[src/rtl/pcm12_pkg.sv]
package pcm12_pkg;
    localparam int SMP_W   = 12;
    localparam int WORD_W  = 16;
    localparam int BYTE_W  = 8;
    localparam int GAIN_W  = 8;
    localparam int PAIR_W  = 2 * SMP_W;
    localparam logic [SMP_W-1:0]  MID_SCALE  = 12'd2048;
    localparam logic [GAIN_W-1:0] GAIN_UNITY = 8'd255;
endpackage

[src/rtl/pcm12_packer.sv]
module pcm12_packer
    import pcm12_pkg::*;
#(
    parameter int BLK_SAMPLES = 240
) (
    input  logic              clk,
    input  logic              rst_n,
    input  logic              in_valid,
    output logic              in_ready,
    input  logic [WORD_W-1:0] in_word,
    output logic              out_valid,
    input  logic              out_ready,
    output logic [BYTE_W-1:0] out_byte,
    output logic              out_last
);
    localparam int BLK_BYTES = BLK_SAMPLES * 3 / 2;
    localparam int POS_W     = $clog2(BLK_BYTES);
    localparam logic [POS_W-1:0] POS_END = POS_W'(BLK_BYTES - 1);

    typedef struct packed {
        logic              have_a;
        logic [1:0]        left;
        logic [PAIR_W-1:0] sh;
        logic [POS_W-1:0]  pos;
    } pk_state_t;

    pk_state_t st_q, st_d;

    always_comb begin
        st_d      = st_q;
        in_ready  = (st_q.left == 2'd0);
        out_valid = (st_q.left != 2'd0);
        out_byte  = st_q.sh[PAIR_W-1 -: BYTE_W];
        out_last  = (st_q.pos == POS_END);
        if (in_valid && in_ready) begin
            if (!st_q.have_a) begin
                st_d.sh[PAIR_W-1 -: SMP_W] = in_word[SMP_W-1:0];
                st_d.have_a                = 1'b1;
            end else begin
                st_d.sh[SMP_W-1:0] = in_word[SMP_W-1:0];
                st_d.have_a        = 1'b0;
                st_d.left          = 2'd3;
            end
        end
        if (out_valid && out_ready) begin
            st_d.sh   = {st_q.sh[PAIR_W-BYTE_W-1:0], {BYTE_W{1'b0}}};
            st_d.left = st_q.left - 2'd1;
            st_d.pos  = (st_q.pos == POS_END) ? '0 : st_q.pos + 1'b1;
        end
    end

    always_ff @(posedge clk) begin
        if (!rst_n) st_q <= '0;
        else        st_q <= st_d;
    end

    AST_PK_HOLD: assert property (@(posedge clk) disable iff (!rst_n)
        out_valid && !out_ready |=> out_valid && $stable(out_byte) && $stable(out_last));
    AST_PK_BYTES_AFTER_PAIR: assert property (@(posedge clk) disable iff (!rst_n)
        $rose(out_valid) |-> $past(in_valid && in_ready));
endmodule

[src/rtl/pcm12_unpacker.sv]
module pcm12_unpacker
    import pcm12_pkg::*;
#(
    parameter int BLK_SAMPLES = 240
) (
    input  logic              clk,
    input  logic              rst_n,
    input  logic              in_valid,
    output logic              in_ready,
    input  logic [BYTE_W-1:0] in_byte,
    output logic              out_valid,
    input  logic              out_ready,
    output logic [WORD_W-1:0] out_word,
    output logic              out_last,
    input  logic [GAIN_W-1:0] gain,
    input  logic              mute
);
    localparam int POS_W = $clog2(BLK_SAMPLES);
    localparam logic [POS_W-1:0] POS_END = POS_W'(BLK_SAMPLES - 1);

    typedef struct packed {
        logic [1:0]          got;
        logic [2*BYTE_W-1:0] hold;
        logic [SMP_W-1:0]    smp_a;
        logic [SMP_W-1:0]    smp_b;
        logic [1:0]          pend;
        logic [POS_W-1:0]    pos;
    } up_state_t;

    up_state_t st_q, st_d;

    logic [SMP_W-1:0]          raw;
    logic signed [SMP_W:0]     offs;
    logic signed [GAIN_W+1:0]  gs;
    logic signed [SMP_W+GAIN_W+2:0] prod;
    logic signed [SMP_W+GAIN_W+2:0] shifted;
    logic [SMP_W:0]            summed;
    logic [SMP_W-1:0]          scaled;

    always_comb begin
        raw     = (st_q.pend == 2'd2) ? st_q.smp_a : st_q.smp_b;
        offs    = $signed({1'b0, raw}) - $signed({1'b0, MID_SCALE});
        gs      = $signed({2'b00, gain});
        prod    = offs * gs;
        shifted = prod >>> GAIN_W;
        summed  = shifted[SMP_W:0] + {1'b0, MID_SCALE};
        if (mute)                    scaled = MID_SCALE;
        else if (gain == GAIN_UNITY) scaled = raw;
        else                         scaled = summed[SMP_W-1:0];
    end

    always_comb begin
        st_d      = st_q;
        in_ready  = (st_q.pend == 2'd0);
        out_valid = (st_q.pend != 2'd0);
        out_word  = {{(WORD_W-SMP_W){1'b0}}, scaled};
        out_last  = (st_q.pos == POS_END);
        if (in_valid && in_ready) begin
            case (st_q.got)
                2'd0: begin
                    st_d.hold[2*BYTE_W-1:BYTE_W] = in_byte;
                    st_d.got = 2'd1;
                end
                2'd1: begin
                    st_d.hold[BYTE_W-1:0] = in_byte;
                    st_d.got = 2'd2;
                end
                default: begin
                    st_d.smp_a = st_q.hold[2*BYTE_W-1:2*BYTE_W-SMP_W];
                    st_d.smp_b = {st_q.hold[2*BYTE_W-SMP_W-1:0], in_byte};
                    st_d.pend  = 2'd2;
                    st_d.got   = 2'd0;
                end
            endcase
        end
        if (out_valid && out_ready) begin
            st_d.pend = st_q.pend - 2'd1;
            st_d.pos  = (st_q.pos == POS_END) ? '0 : st_q.pos + 1'b1;
        end
    end

    always_ff @(posedge clk) begin
        if (!rst_n) st_q <= '0;
        else        st_q <= st_d;
    end

    AST_UP_HOLD: assert property (@(posedge clk) disable iff (!rst_n)
        out_valid && !out_ready && $stable(gain) && $stable(mute)
        |=> out_valid && $stable(out_word) && $stable(out_last));
    AST_UP_SAMPLES_AFTER_TRIPLE: assert property (@(posedge clk) disable iff (!rst_n)
        $rose(out_valid) |-> $past(in_valid && in_ready));
    AST_UP_UPPER_CLEAR: assert property (@(posedge clk) disable iff (!rst_n)
        out_valid |-> out_word[WORD_W-1:SMP_W] == '0);
endmodule

[src/rtl/pcm12_packer_top.sv]
module pcm12_packer_top
    import pcm12_pkg::*;
#(
    parameter int BLK_SAMPLES = 240
) (
    input  logic        clk,
    input  logic        rst_n,
    input  logic        pk_in_valid,
    output logic        pk_in_ready,
    input  logic [15:0] pk_in_word,
    output logic        pk_out_valid,
    input  logic        pk_out_ready,
    output logic [7:0]  pk_out_byte,
    output logic        pk_out_last,
    input  logic        up_in_valid,
    output logic        up_in_ready,
    input  logic [7:0]  up_in_byte,
    output logic        up_out_valid,
    input  logic        up_out_ready,
    output logic [15:0] up_out_word,
    output logic        up_out_last,
    input  logic [7:0]  vol_gain,
    input  logic        mute
);
    pcm12_packer #(.BLK_SAMPLES(BLK_SAMPLES)) u_pack (
        .clk(clk), .rst_n(rst_n),
        .in_valid(pk_in_valid), .in_ready(pk_in_ready), .in_word(pk_in_word),
        .out_valid(pk_out_valid), .out_ready(pk_out_ready),
        .out_byte(pk_out_byte), .out_last(pk_out_last)
    );

    pcm12_unpacker #(.BLK_SAMPLES(BLK_SAMPLES)) u_unpack (
        .clk(clk), .rst_n(rst_n),
        .in_valid(up_in_valid), .in_ready(up_in_ready), .in_byte(up_in_byte),
        .out_valid(up_out_valid), .out_ready(up_out_ready),
        .out_word(up_out_word), .out_last(up_out_last),
        .gain(vol_gain), .mute(mute)
    );
endmodule

[config.mk]
export PLATFORM = sky130hd
export DESIGN_NAME = pcm12_packer_top
export DESIGN_NICKNAME = d
export VERILOG_FILES = /design/src/rtl/pcm12_pkg.sv /design/src/rtl/pcm12_packer.sv /design/src/rtl/pcm12_unpacker.sv /design/src/rtl/pcm12_packer_top.sv
export SDC_FILE = /design/constraint.sdc
export NUM_CORES = 1
export LEC_CHECK = 0
export BUFFER_PORTS_ARGS = -buffer_cell sky130_fd_sc_hd__buf_2
export CELL_PAD_IN_SITES_DETAIL_PLACEMENT = 1
export CELL_PAD_IN_SITES_GLOBAL_PLACEMENT = 1
export CORE_MARGIN = 2
export CORE_UTILIZATION = 50
export DETAILED_ROUTE_END_ITERATION = 10
export PLACE_DENSITY = 0.89
export REMOVE_ABC_BUFFERS = 1
export SLEW_MARGIN = 20
export SYNTH_ARGS = -nofsm -noshare
export SYNTH_HDL_FRONTEND = slang
export SYNTH_SLANG_ARGS = --single-unit
[constraint.sdc]
create_clock -name clk -period 14.38 [get_ports clk]
set_input_delay 1.438 -clock clk [delete_from_list [all_inputs] [get_ports clk]]
set_output_delay 1.438 -clock clk [all_outputs]
set_load 0.02 [all_outputs]
* After elaboration in Yosys (flattened, before gate mapping)
Cells that the tools add are included. W data, S select, Z words.
Storage, ports and cells: register bits after elaboration 88, latch bits 0, memory bits (writable) 0, bits in read-only memories 0, output and inout port bits 30, memories kept 0
Cells by class: $add $sub $neg 6, multipliers 1, divide/modulo/power cells 0, $lt $le $gt $ge 0, equality and inequality tests 7, shifts and indexed selects 0, mux-type cells 15, bitwise gates (word level) 2, reduce and logical (&&, ||, !) cells 21
Operators by type and width (count):
- $mux W12 | 5
- $mux W35 | 1
- $mux W26 | 1
- $mul A13 B9 Y20 | 1
- $eq A8 B8 Y1 const B | 2
- $reduce_and A2 Y1 | 7
- $sub A12 B12 Y13 const B | 1
- $add A12 B12 Y12 const B | 1
- $mux W10 | 1
- $reduce_bool A2 Y1 | 5
- $add A9 B1 Y9 const B | 1
- $eq A9 B9 Y1 const B | 1
- $mux W9 | 1
- $add A8 B1 Y8 const B | 1
- $mux W8 | 1
- $logic_not A2 Y1 | 3
- $mux W2 | 3
- $logic_and A1 B1 Y1 | 4
- $pmux W2 S2 | 1
- $reduce_or A2 Y1 | 2
- $sub A2 B1 Y2 const B | 2
- $eq A2 B1 Y1 const B | 1
- $eq A2 B2 Y1 const B | 1
- $ne A2 B1 Y1 const B | 1
- 3 further kinds | 4

* Longest topological paths before layout
Gate-level depths: netlist (run 1).
word-level depth 7, depth in mapped cells 21

* By module
A second synthesis (run 1) with hierarchy kept.
Second synthesis, totals: cells, all modules 865, area, all modules 7290.7 um^2
By module, submodules not included:
- pcm12_unpacker | instances 1, cells an instance 674, area an instance 5684.2 um^2, seq. area each 1041.0 um^2
- pcm12_packer | instances 1, cells an instance 191, area an instance 1606.5 um^2, seq. area each 720.7 um^2

* Worst setup path after synthesis (run 1)
Ideal clock, no wire load.
path kind in2out, from in vol_gain[2], to out up_out_word[8], arrival time 6.070 ns, required time 12.942 ns, path slack 6.872 ns, stages on the path 16, buffers on the path 1, path through clkbuf_1 -> nand2_1 -> fa_1 -> inv_1 -> fa_1 -> inv_1 -> fa_1 -> fa_1 -> inv_1 -> ha_1 -> a211oi_1 -> o21bai_1 -> o311a_2 -> a211oi_1 -> o21ai_0 -> a311oi_1
Between the ends: word-level cells in the longest chain between the ends 4, elaborated cells on any way between the ends 5, those cells by class add/sub: 1; mul: 1; eq/ne: 1; mux: 2
RTL lines:
- start, declared | line pcm12_packer_top.sv:22 | input logic [7:0] vol_gain,
- $mul A13 B9 Y20 | line pcm12_unpacker.sv:44 | prod = offs * gs;
- $add A12 B12 Y12 | line pcm12_unpacker.sv:46 | summed = shifted[SMP_W:0] + {1'b0, MID_SCALE};
- $mux W12 * | line pcm12_unpacker.sv:48 | else if (gain == GAIN_UNITY) scaled = raw;
- $mux W12 * | line pcm12_unpacker.sv:47 | if (mute) scaled = MID_SCALE;
- end, declared | line pcm12_packer_top.sv:20 | output logic [15:0] up_out_word,
Every way passes the cells marked *; elsewhere a longest branch is shown, timed or not.

* Final worst setup path (run 1)
from reg u_unpack.st_q[8] (netlist bit), to out up_out_word[10]
Between the ends: word-level cells in the longest chain between the ends 7
RTL lines:
- start, declared | line pcm12_unpacker.sv:30 | up_state_t st_q, st_d;
- start signal, assigned | line pcm12_unpacker.sv:84 | else st_q <= st_d;
- $eq A2 B2 Y1 * | line pcm12_unpacker.sv:41 | raw = (st_q.pend == 2'd2) ? st_q.smp_a : st_q.smp_b;
- $mux W12 * | line pcm12_unpacker.sv:41
- $sub A12 B12 Y13 | line pcm12_unpacker.sv:42 | offs = $signed({1'b0, raw}) - $signed({1'b0, MID_SCALE});
- $mul A13 B9 Y20 | line pcm12_unpacker.sv:44
- $add A12 B12 Y12 | line pcm12_unpacker.sv:46
- $mux W12 * | line pcm12_unpacker.sv:48
- $mux W12 * | line pcm12_unpacker.sv:47
Marked as above.

==> results of run 1 <==
[worst paths after layout]
check                    from                to  slack, ps  cells past startpoint
max reg2reg  u_unpack.st_q[8]  u_unpack.st_q[8]      12260                      6
min           u_pack.st_q[12]   u_pack.st_q[12]        460                      2
max          u_unpack.st_q[8]   up_out_word[10]       6180                     19
min reg2reg   u_pack.st_q[12]   u_pack.st_q[12]        460                      2
[cells by family (layout without fill, tap and decap cells)]
kind of cell / count (synthesis) / after routing
xor+xnor: 22 / 22
compound gates: 143 / 143
buf+inv: 159 / 190
fa+ha+maj: 115 / 115
flops: 88 / 88
simple gates: 330 / 330
mux: 12 / 12
other cells: 1 / 4
[cell type report]
cell class                 count  area (um2)  area share, %
inverter                     109         409           5.11
sequential                    88        1760           22.0
timing repair buffer          65         338           4.22
multi-input combinational    626        4940           61.7
tap                          184         230           2.87
clock buffer                  10         239           2.98
clock inverter                 6        90.1           1.12
[placed cells by master, fill, tap and decap left out, types with 4 or more instances in the layout]
master	instances
o21ai_0	10
xor2_1	10
o31ai_1	4
ha_1	40
o211a_1	4
buf_4	5
conb_1	4
nand2_1	184
a21oi_1	17
and3_1	4
nor2_1	25
nor2b_1	19
a211oi_1	5
nand4_1	11
mux2_2	8
mux2i_1	4
dfxtp_1	88
a22oi_1	12
a21boi_0	57
nand2b_1	5
a21o_1	5
xnor2_1	12
fa_1	75
inv_1	109
clkbuf_16	9
nor3_1	8
nand3_1	19
buf_2	60
and2_1	40
or3_1	4
[registers in the layout (all words and copies together), names as in the netlist]
register and count:
u_pack.out_byte 8, u_pack.st_q 28, u_unpack.st_q 52
[worst reg2reg max path, cell delays in order, from the launching register on]
cell,delay (ps)
dfxtp_1,320
inv_1,80
ha_1,260
nand3_1,770
nand3_1,320
o21ai_0,110
and2_1,160
[per-stage QoR]
| stage | hold slack (ps) | utilization [%] |
|---|---|---|
| 2_1_floorplan | 436 | - |
| 3_3_place_gp | 445 | 53.3 |
| 3_5_place_dp | 449 | 53.3 |
| 4_1_cts | 458 | 55.5 |
| 5_1_grt | 488 | 55.5 |
| 6_report | 459 | 55.5 |
[power by group through the flow]
stage / Sequential (W) / Clock [W] / Combinational [W]
6_report: 0.000280 / 0.000257 / 0.000346
5_1_grt: 0.000282 / 0.000270 / 0.000387
4_1_cts: 0.000280 / 0.000260 / 0.000347
3_5_place_dp: 0.000284 / 0 / 0.000343
3_3_place_gp: 0.000283 / 0 / 0.000323
2_1_floorplan: 0.000286 / 0 / 0.000234
[metal layers]
metal | GRT usage, % | share of wire, % | vias to the layer above | routed length, um
li1 | - | - | 2858 | -
met1 | 33.0 | 43 | 3029 | 8480
met3 | 3.51 | 3.7 | 44 | 724
met2 | 47.3 | 51 | 133 | 10200
met5 | 0 | 0 | - | 0
met4 | 8.37 | 2.2 | 0 | 443
==> results.md, run 1 <==
- Post-DP HPWL: 14,700 um
- Routability Congestion: 0.799
- Fin cells: ~1,100
- Layout fillers: 1,771
- Power after layout: 0.000882 W
- CTS root buf: clkbuf_16
- CP max stage delay: 760 ps
- Sequential power share: 31.7%
- Clk Latency, worst-skew pair: 340 ps
- Setup crit end kind: output port
- Tcrit/Tclk final: between 50% and 60%
- Sw Share: approximately 38%
- # Post-CTS Setup Buffers: 0
- Die width: 125 um
- Initial Util: 50.9%
- Startpoint types: flop
- Largest fanout on the critical path: 14
- IO buf count: 60
- Worst Path Buf+Inv: 5
- Avg Cell Area, Syn: ~8.4 um2
- Post-synth top area share: 24.0%
- Reg clk slew, reported paths: ~60 ps
- Pins over their slew limit: 0
- Fin Setup TNS: 0 ps
- DIE HEIGHT: between 100 and 150 um
- DR pass1 iterations: 4
- Vias in the first global route: 6,683
- DR iter-0 viols: about 250
- Synth area leader: dfxtp_1
- Post-synth EDFFs: 0
- Largest net degree at the start of global routing: 72
- First-pass GRT wire length: 33,400 um
- Number of distinct library cells after synthesis: 56
- Compound-cell area share of the yosys netlist: 14.5%
- Max Clk Rate: 0.122 GHz
- Least-Margin Pin Slew: 1040 ps
- GRT overflow: 0
- ANT cells: 0
- Sw Pwr: roughly 0.00033 W
- Setup Skew: between 6 and 7 ps
- Max cap viols: 0
- Worst EP required: 12,940 ps
- GRT Total Usage: 26.4%
- Routed WL per cell: 18.2 um
- Largest family of logic cells by synthesized area: adder cells
- Top_reg_cell synth: dfxtp_1
- Placed Cells: 1,072
- Synth warn: 0
- Internal power: 0.000551 W
- Mux contribution to synthesized area: between 1.5 and 2%
- Gate Count Post-Synth: a little under 900
- Worst hold path type: reg -> reg
- CTS tree: done
- Combinational share of power: 39.2%
- Synth async-reset ratio: 0%
- Critical path's top delay family: adder cells
- Seq/Total Area, Yosys: 24.0%
- Setup CP Type: reg -> out
- Max clock buf depth: 2
- Antenna-violating nets left: 0
- Post-route cell area: 8010 um2
- Die area: approximately 16,000 um2
- Relative slew slack: 30.6%
- Post-synthesis xor/xnor area fraction: under 10%
- Sinks on Clock Net: 88
- CTS Buf Count: 9
- Area grow syn2layout: 9.19%
- #FFs+latches synth: 88
- Final setup viols: 0
- Via count: between 6,000 and 7,000
- # H-tree levels: 3
- Simple-gate area share of the yosys netlist: 21.0%
- Slowest-stage cell, CP: mux2i_1
- P per Cell Area: 110 nW/um2
- Top cells by area in the synthesized netlist: dfxtp_1, fa_1, nand2_1
- CTS resizes: 0
- # DRC: 0
- Clk pwr share: 29.1%
- Area of placed instances: 7680 um2
- Row count: 44
- Synthesized area: around 7300 um2
- Fin nets: 1,053
- Final hold viol count: 0
- Io pins: 69
- Count leader, synth: nand2_1
- Lkg Pwr: 3.69 nW
- Antenna violations before repair: 0
- Vias per inst: 5.57
- Hold Buf Count CTS: 0
- Layout cell share with drive strength beyond 1: between 10% and 20%
- Run status: finished, final reports clean
- Core ar.: 14,400 um2
- Worst setup margin: 6180 ps
- RSZ-0062 raised after global routing: no
- Critical-path cell list: inv_1 -> ha_1 -> mux2i_1 -> nand2_1 -> fa_1 -> inv_1 -> fa_1 -> fa_1 -> inv_1 -> fa_1 -> inv_1 -> ha_1 -> a211oi_1 -> o21bai_1 -> a221oi_1 -> a2bb2oi_1 -> nand2_1 -> o2bb2ai_1 -> buf_2
- Adder-Cell Fraction of Synth Area: 27.3%
- Peak VDD IR: between 0.07 and 0.08 mV
- Routed WL: 19,800 um
- Crit path DAT: 6760 ps
- Place WS: 6590 ps
- Minimum clock period: 8200 ps
- Post-synth top cells: nand2_1, inv_1, dfxtp_1
(Power assumes the default switching activity.)
==> run 2, diff against run 1 <==
--- a/config.mk
+++ b/config.mk
@@ -9,9 +9,9 @@
 export CELL_PAD_IN_SITES_DETAIL_PLACEMENT = 1
 export CELL_PAD_IN_SITES_GLOBAL_PLACEMENT = 1
 export CORE_MARGIN = 2
-export CORE_UTILIZATION = 50
+export CORE_UTILIZATION = 46
 export DETAILED_ROUTE_END_ITERATION = 10
-export PLACE_DENSITY = 0.89
+export PLACE_DENSITY = 0.83
 export REMOVE_ABC_BUFFERS = 1
 export SLEW_MARGIN = 20
 export SYNTH_ARGS = -nofsm -noshare
==> constraint.sdc (replaced) <==
create_clock -name clk -period 8.45 [get_ports clk]
set_input_delay 0.845 -clock clk [delete_from_list [all_inputs] [get_ports clk]]
set_output_delay 0.845 -clock clk [all_outputs]
set_load 0.02 [all_outputs]
==> results.md, run 2 (synthesis results as in run 1) <==
- Run status: finished, final reports clean (unchanged)
- Clk pwr share: 28.8% (was 29.1%)
- DR iter-0 viols: 187 (was 246)
- Max cap viols: 0 (unchanged)
- Sw Share: 37.1% (was 37.5%)
- Relative slew slack: 32.4% (was 30.6%)
- Worst hold path type: reg -> reg (unchanged)
- CP max stage delay: 810 ps (was 760 ps)
- Slowest-stage cell, CP: mux2i_1 (unchanged)
- Row count: 46 (was 44)
- Antenna-violating nets left: 0 (unchanged)
- ANT cells: 0 (unchanged)
- Vias per inst: 5.32 (was 5.57)
- Fin nets: 1,052 (was 1,053)
- Max FFs per register: 52 (unchanged)
- Peak VDD IR: 0.149 mV (was 0.0712 mV)
- P per Cell Area: 183 nW/um2 (was 110 nW/um2)
- DR pass1 iterations: 4 (unchanged)
- Core ar.: 15,700 um2 (was 14,400 um2)
- Layout fillers: 1,939 (was 1,771)
- First-pass GRT wire length: 30,800 um (was 33,400 um)
- Routed WL: 18,600 um (was 19,800 um)
- CTS tree: done (unchanged)
- CTS resizes: 0 (unchanged)
- Routability Congestion: 0.806 (was 0.799)
- Pins over their slew limit: 0 (unchanged)
- Internal power: 0.000926 W (was 0.000551 W)
- CTS root buf: clkbuf_16 (unchanged)
- Die width: 130 um (was 125 um)
- Layout cell share with drive strength beyond 1: 10.3% (was 10.4%)
- DIE HEIGHT: 130 um (was 125 um)
- # H-tree levels: 3 (unchanged)
- Area grow syn2layout: 9.57% (was 9.19%)
- Least-Margin Pin Slew: 1010 ps (was 1040 ps)
- Via count: 5,955 (was 6,064)
- # Post-CTS Setup Buffers: 0 (unchanged)
- Crit path DAT: 6540 ps (was 6760 ps)
- Lkg Pwr: 3.68 nW (was 3.69 nW)
- Tcrit/Tclk final: between 80 and 90%
- Max clock buf depth: 2 (unchanged)
- Top reg by flops: u_unpack.st_q (unchanged)
- Final core utilization: 51.2% (was 55.5%)
- Hold Buf Count CTS: 0 (unchanged)
- Final hold viol count: 0 (unchanged)
- Die area: 17,000 um2 (was 15,700 um2)
- Sw Pwr: 0.000546 W (was 0.000331 W)
- Commonest non-fill, non-tap cell in the layout: nand2_1 (unchanged)
- Setup crit end kind: output port (unchanged)
- Largest fanout on the critical path: 14 (unchanged)
- Minimum clock period: 7390 ps
- # DRC: 0 (unchanged)
- Initial Util: 46.7% (was 50.9%)
- CTS Buf Count: 9 (unchanged)
- GRT overflow: 0 (unchanged)
- Final setup viols: 0 (unchanged)
- Hold_ws: 457 ps (was 459 ps)
- Vias in the first global route: 6,272 (was 6,683)
- Io pins: 69 (unchanged)
- GRT Total Usage: 23.2% (was 26.4%)
- Worst EP required: 7610 ps (was 12,940 ps)
- Critical-path cell list: inv_1 -> ha_1 -> mux2i_1 -> nand2_1 -> fa_1 -> inv_1 -> fa_1 -> fa_1 -> inv_1 -> fa_1 -> inv_1 -> ha_1 -> a211oi_1 -> o21bai_1 -> a221oi_1 -> a2bb2oi_1 -> nand2_1 -> o2bb2ai_1 -> buf_2 (unchanged)
- Setup Skew: 8.51 ps (was 6.97 ps)
- Critical path's top delay family: adder cells (unchanged)
- Clk Latency, worst-skew pair: 340 ps (about the same)
- Largest net degree at the start of global routing: 72 (unchanged)
- Sequential power share: 32.3% (was 31.7%)
- Post-DP HPWL: 14,100 um (was 14,700 um)
- Routed WL per cell: 16.6 um (was 18.2 um)
- Max Clk Rate: 0.135 GHz
- IO buf count: 60 (unchanged)
- Worst Path Buf+Inv: 5 (unchanged)
- Antenna violations before repair: 0 (unchanged)
- Setup CP Type: reg -> out (unchanged)
- Most frequent cells in the layout: nand2_1, inv_1, dfxtp_1 (unchanged)
- Fin Setup TNS: 0 ps (unchanged)
- Reg clk slew, reported paths: 60 ps (about the same)
- RSZ-0062 raised after global routing: no (unchanged)
- Combinational share of power: 38.9% (was 39.2%)
- Sinks on Clock Net: 88 (unchanged)
- Startpoint types: flop (unchanged)
[run 2: path summary, 6_finish.rpt]
path / end / cells past startpoint / startpoint / slack [ps]
worst max-delay path: up_out_word[10] / 19 / u_unpack.st_q[8] / 1060
worst min-delay path: u_pack.st_q[10] / 2 / u_pack.st_q[10] / 460
worst max register to register: u_unpack.st_q[8] / 6 / u_unpack.st_q[8] / 6350
worst min register to register: u_pack.st_q[10] / 2 / u_pack.st_q[10] / 460
[run 2: tightest hold or removal path: stages, from the launching register on]
cell and delay, ps:
dfxtp_1 310, nand2_1 50, a21oi_1 50
[run 2: routing by layer]
metal / GRT usage, % / wire length, um / vias up
met3: 2.83 / 487 / 31
li1: - / - / 2859
met4: 7.84 / 369 / 0
met5: 0 / 0 / -
met1: 29.3 / 8330 / 2961
met2: 41.0 / 9430 / 104
[run 2: layout make-up]
cell class              instances  area [um2]  area share, %
multi-input cells             626        4940           61.5
flip-flops and latches         88        1760           21.9
inverters                     109         409           5.09
repair buffers                 64         333           4.14
well taps                     216         270           3.36
clock buffers                   9         225           2.80
clock inverters                 7        96.3           1.20
[run 2: through the flow]
stage / instance area [um2] / std cells / power [W] / setup WS [ps]
2_1_floorplan: 7110 / 823 / 0.000884 / 1960
3_3_place_gp: 7710 / 1103 / 0.00103 / 1480
3_5_place_dp: 7710 / 1103 / 0.00106 / 1370
4_1_cts: 8040 / 1119 / 0.00149 / 1000
5_1_grt: 8040 / 1119 / 0.00158 / 602
6_report: 8040 / 1119 / 0.00147 / 1060
[run 2: power by group through the flow]
stage          Combinational (W)  Clock (W)  Sequential, W
4_1_cts                 0.000581   0.000433       0.000475
2_1_floorplan           0.000398          0       0.000486
5_1_grt                 0.000650   0.000449       0.000479
3_3_place_gp            0.000551          0       0.000482
3_5_place_dp            0.000578          0       0.000484
6_report                0.000573   0.000424       0.000475
==> run 3, diff against run 2 <==
--- a/config.mk
+++ b/config.mk
@@ -12,6 +12,7 @@
 export CORE_UTILIZATION = 46
 export DETAILED_ROUTE_END_ITERATION = 10
 export PLACE_DENSITY = 0.83
+export RECOVER_POWER = 100
 export REMOVE_ABC_BUFFERS = 1
 export SLEW_MARGIN = 20
 export SYNTH_ARGS = -nofsm -noshare
==> results.md, run 3 (synthesis results as in run 1) <==
- Run status: complete, but fails checks (was finished, final reports clean)
- Failing checks: max-capacitance violations, max-slew violations
- Antenna-violating nets left: 0 (unchanged)
- Fin cells: 1,119 (unchanged)
- Min-Delay Path Depth: 2 (unchanged)
- Crit path DAT: 6650 ps (was 6540 ps)
- Critical-path cell list: inv_1 -> ha_1 -> mux2i_1 -> nand2_1 -> fa_1 -> inv_1 -> fa_1 -> fa_1 -> inv_1 -> fa_1 -> inv_1 -> ha_1 -> a211oi_1 -> o21bai_1 -> a221oi_1 -> a2bb2oi_1 -> nand2_1 -> o2bb2ai_1 -> clkbuf_1 (was inv_1 -> ha_1 -> mux2i_1 -> nand2_1 -> fa_1 -> inv_1 -> fa_1 -> fa_1 -> inv_1 -> fa_1 -> inv_1 -> ha_1 -> a211oi_1 -> o21bai_1 -> a221oi_1 -> a2bb2oi_1 -> nand2_1 -> o2bb2ai_1 -> buf_2)
- CTS tree: done (unchanged)
- GRT overflow: 0 (unchanged)
- Reg-to-reg setup timing slack: 6330 ps (was 6350 ps)
- Largest fanout on the critical path: 14 (unchanged)
- Die area: 17,000 um2 (unchanged)
- Vias in the first global route: 6,272 (unchanged)
- First-pass GRT wire length: 30,800 um (unchanged)
- RSZ-0062 raised after global routing: no (unchanged)
- Post-DP HPWL: 14,100 um (unchanged)
- DR pass1 iterations: 4 (unchanged)
- Routability Congestion: 0.806 (unchanged)
- R2R depth: 6 (unchanged)
- # H-tree levels: 3 (unchanged)
- Max clock buf depth: 2 (unchanged)
- Critical path's top delay family: adder cells (unchanged)
- Pins over their slew limit: 72 (was 0)
- Top reg by flops: u_unpack.st_q (unchanged)
- Place WS: 1370 ps (unchanged)
- Io pins: 69 (unchanged)
- DR iter-0 viols: 193 (was 187)
- Internal power: 0.000916 W (was 0.000926 W)
- Setup crit end kind: output port (unchanged)
- CP max stage delay: 820 ps (was 810 ps)
- Sinks on Clock Net: 88 (unchanged)
- Combinational share of power: 38.5% (was 38.9%)
- Tcrit/Tclk final: 88.7% (was 87.5%)
- Least-Margin Pin Slew: 2680 ps (was 1010 ps)
- Layout cell share with drive strength beyond 1: 7.20% (was 10.3%)
- Min-delay src: u_pack.st_q[10] (unchanged)
- Vias per inst: 5.33 (was 5.32)
- Placed Cells: 1,103 (unchanged)
- Largest net degree at the start of global routing: 72 (unchanged)
- # DRC: 0 (unchanged)
- Most frequent cells in the layout: nand2_1, inv_1, dfxtp_1 (unchanged)
- Max FFs per register: 52 (unchanged)
- Clk pwr share: 29.0% (was 28.8%)
- Fin Setup TNS: 0 ps (unchanged)
- Worst setup margin: 956 ps (was 1060 ps)
- Initial Util: 46.7% (unchanged)
- Fin nets: 1,052 (unchanged)
- Via count: 5,966 (was 5,955)
- Final setup viols: 0 (unchanged)
- CTS Buf Count: 9 (unchanged)
- Die width: 130 um (unchanged)
- Reg-to-reg startpoint: u_unpack.st_q[8] (unchanged)
- P per Cell Area: 183 nW/um2 (about the same)
- Clk Latency, worst-skew pair: 340 ps (about the same)
- FF-to-FF End: u_unpack.st_q[8] (unchanged)
- Sequential power share: 32.4% (was 32.3%)
- Relative slew slack: -78.6% (was 32.4%)
- Core ar.: 15,700 um2 (unchanged)
- Worst EP required: 7610 ps (about the same)
- CTS root buf: clkbuf_16 (unchanged)
- Peak VDD IR: 0.149 mV (about the same)
- Setup CP Type: reg -> out (unchanged)
- # Post-CTS Setup Buffers: 0 (unchanged)
- Hold Buf Count CTS: 0 (unchanged)
- Row count: 46 (unchanged)
- Minimum clock period: 7490 ps (was 7390 ps)
- M1 GR Usage: 29.3% (unchanged)
- Commonest non-fill, non-tap cell in the layout: nand2_1 (unchanged)
- Met3 global-route usage: 2.83% (unchanged)
- Final hold viol count: 0 (unchanged)
- Reg clk slew, reported paths: 60 ps (about the same)
- Top Usage Layer GRT: met2 (unchanged)
- Routed WL: 18,700 um (was 18,600 um)
- DIE HEIGHT: 130 um (unchanged)
- CTS resizes: 0 (unchanged)
- IO buf count: 60 (unchanged)
- Sw Pwr: 0.000549 W (was 0.000546 W)
- Lkg Pwr: 3.59 nW (was 3.68 nW)
- Met2 Track Usage GR: 41.0% (unchanged)
- Area grow syn2layout: 9.06% (was 9.57%)
- Setup Skew: 8.71 ps (was 8.51 ps)
- Max cap viols: 1 (was 0)
- Worst Path Buf+Inv: 5 (unchanged)
- Hold EP: u_pack.st_q[10] (unchanged)
- Slowest-stage cell, CP: mux2i_1 (unchanged)
- Worst hold path type: reg -> reg (unchanged)
- Sw Share: 37.5% (was 37.1%)
- Startpoint types: flop (unchanged)
- Max Clk Rate: 0.133 GHz (was 0.135 GHz)
- Routed WL per cell: 16.7 um (was 16.6 um)
- ANT cells: 0 (unchanged)
- GRT Total Usage: 23.2% (unchanged)
- Antenna violations before repair: 0 (unchanged)
run 3: cell type report:
| type | count | area, um2 |
|---|---|---|
| fill | 1955 | 7710 |
| multi-input combinational | 626 | 4940 |
| sequential | 88 | 1760 |
| inverter | 109 | 409 |
| timing repair buffer | 64 | 295 |
| tap | 216 | 270 |
| clock buffer | 9 | 225 |
| clock inverter | 7 | 96.3 |
run 3: how the worst max path moves through the flow:
stage,depth (start not counted),slack (ps),start,to
6_report,19,960,u_unpack.st_q[8],up_out_word[10]
5_1_grt,19,510,u_unpack.st_q[8],up_out_word[10]
4_1_cts,19,1000,u_unpack.st_q[8],up_out_word[10]
3_5_place_dp,19,1370,u_unpack.st_q[8],up_out_word[10]
3_3_place_gp,19,1480,u_unpack.st_q[8],up_out_word[10]
2_1_floorplan,17,1960,u_unpack.st_q[8],up_out_word[8]
run 3: per-layer routing:
metal  vias to the layer above  routed length [um]
met3                        36                 492
met4                         0                 433
li1                       2853                   -
met5                         -                   0
met1                      2969                8430
met2                       108                9330
run 3: per-stage QoR:
step           util (%)  instance area (um2)  total power [W]  hold slack (ps)
6_report           50.9                 8000          0.00147              457
5_1_grt            50.9                 8000          0.00157              481
4_1_cts            51.1                 8040          0.00149              460
3_5_place_dp       49.1                 7710          0.00106              451
3_3_place_gp       49.1                 7710          0.00103              444
2_1_floorplan         -                 7110         0.000884              436
run 3: power groups by stage:
stage	Sequential, W	Combinational, W	Clock (W)
CTS	0.000475	0.000581	0.000433
global placement	0.000482	0.000551	0
floorplan	0.000486	0.000398	0
detailed placement	0.000484	0.000578	0
global route	0.000479	0.000641	0.000449
finish	0.000475	0.000564	0.000425
run 3: worst register-to-register path, stage by stage, from the launching register on:
cell     delay [ps]
dfxtp_1         320
inv_1            80
ha_1            270
nand3_1         760
nand3_1         320
o21ai_0         100
and2_0          160
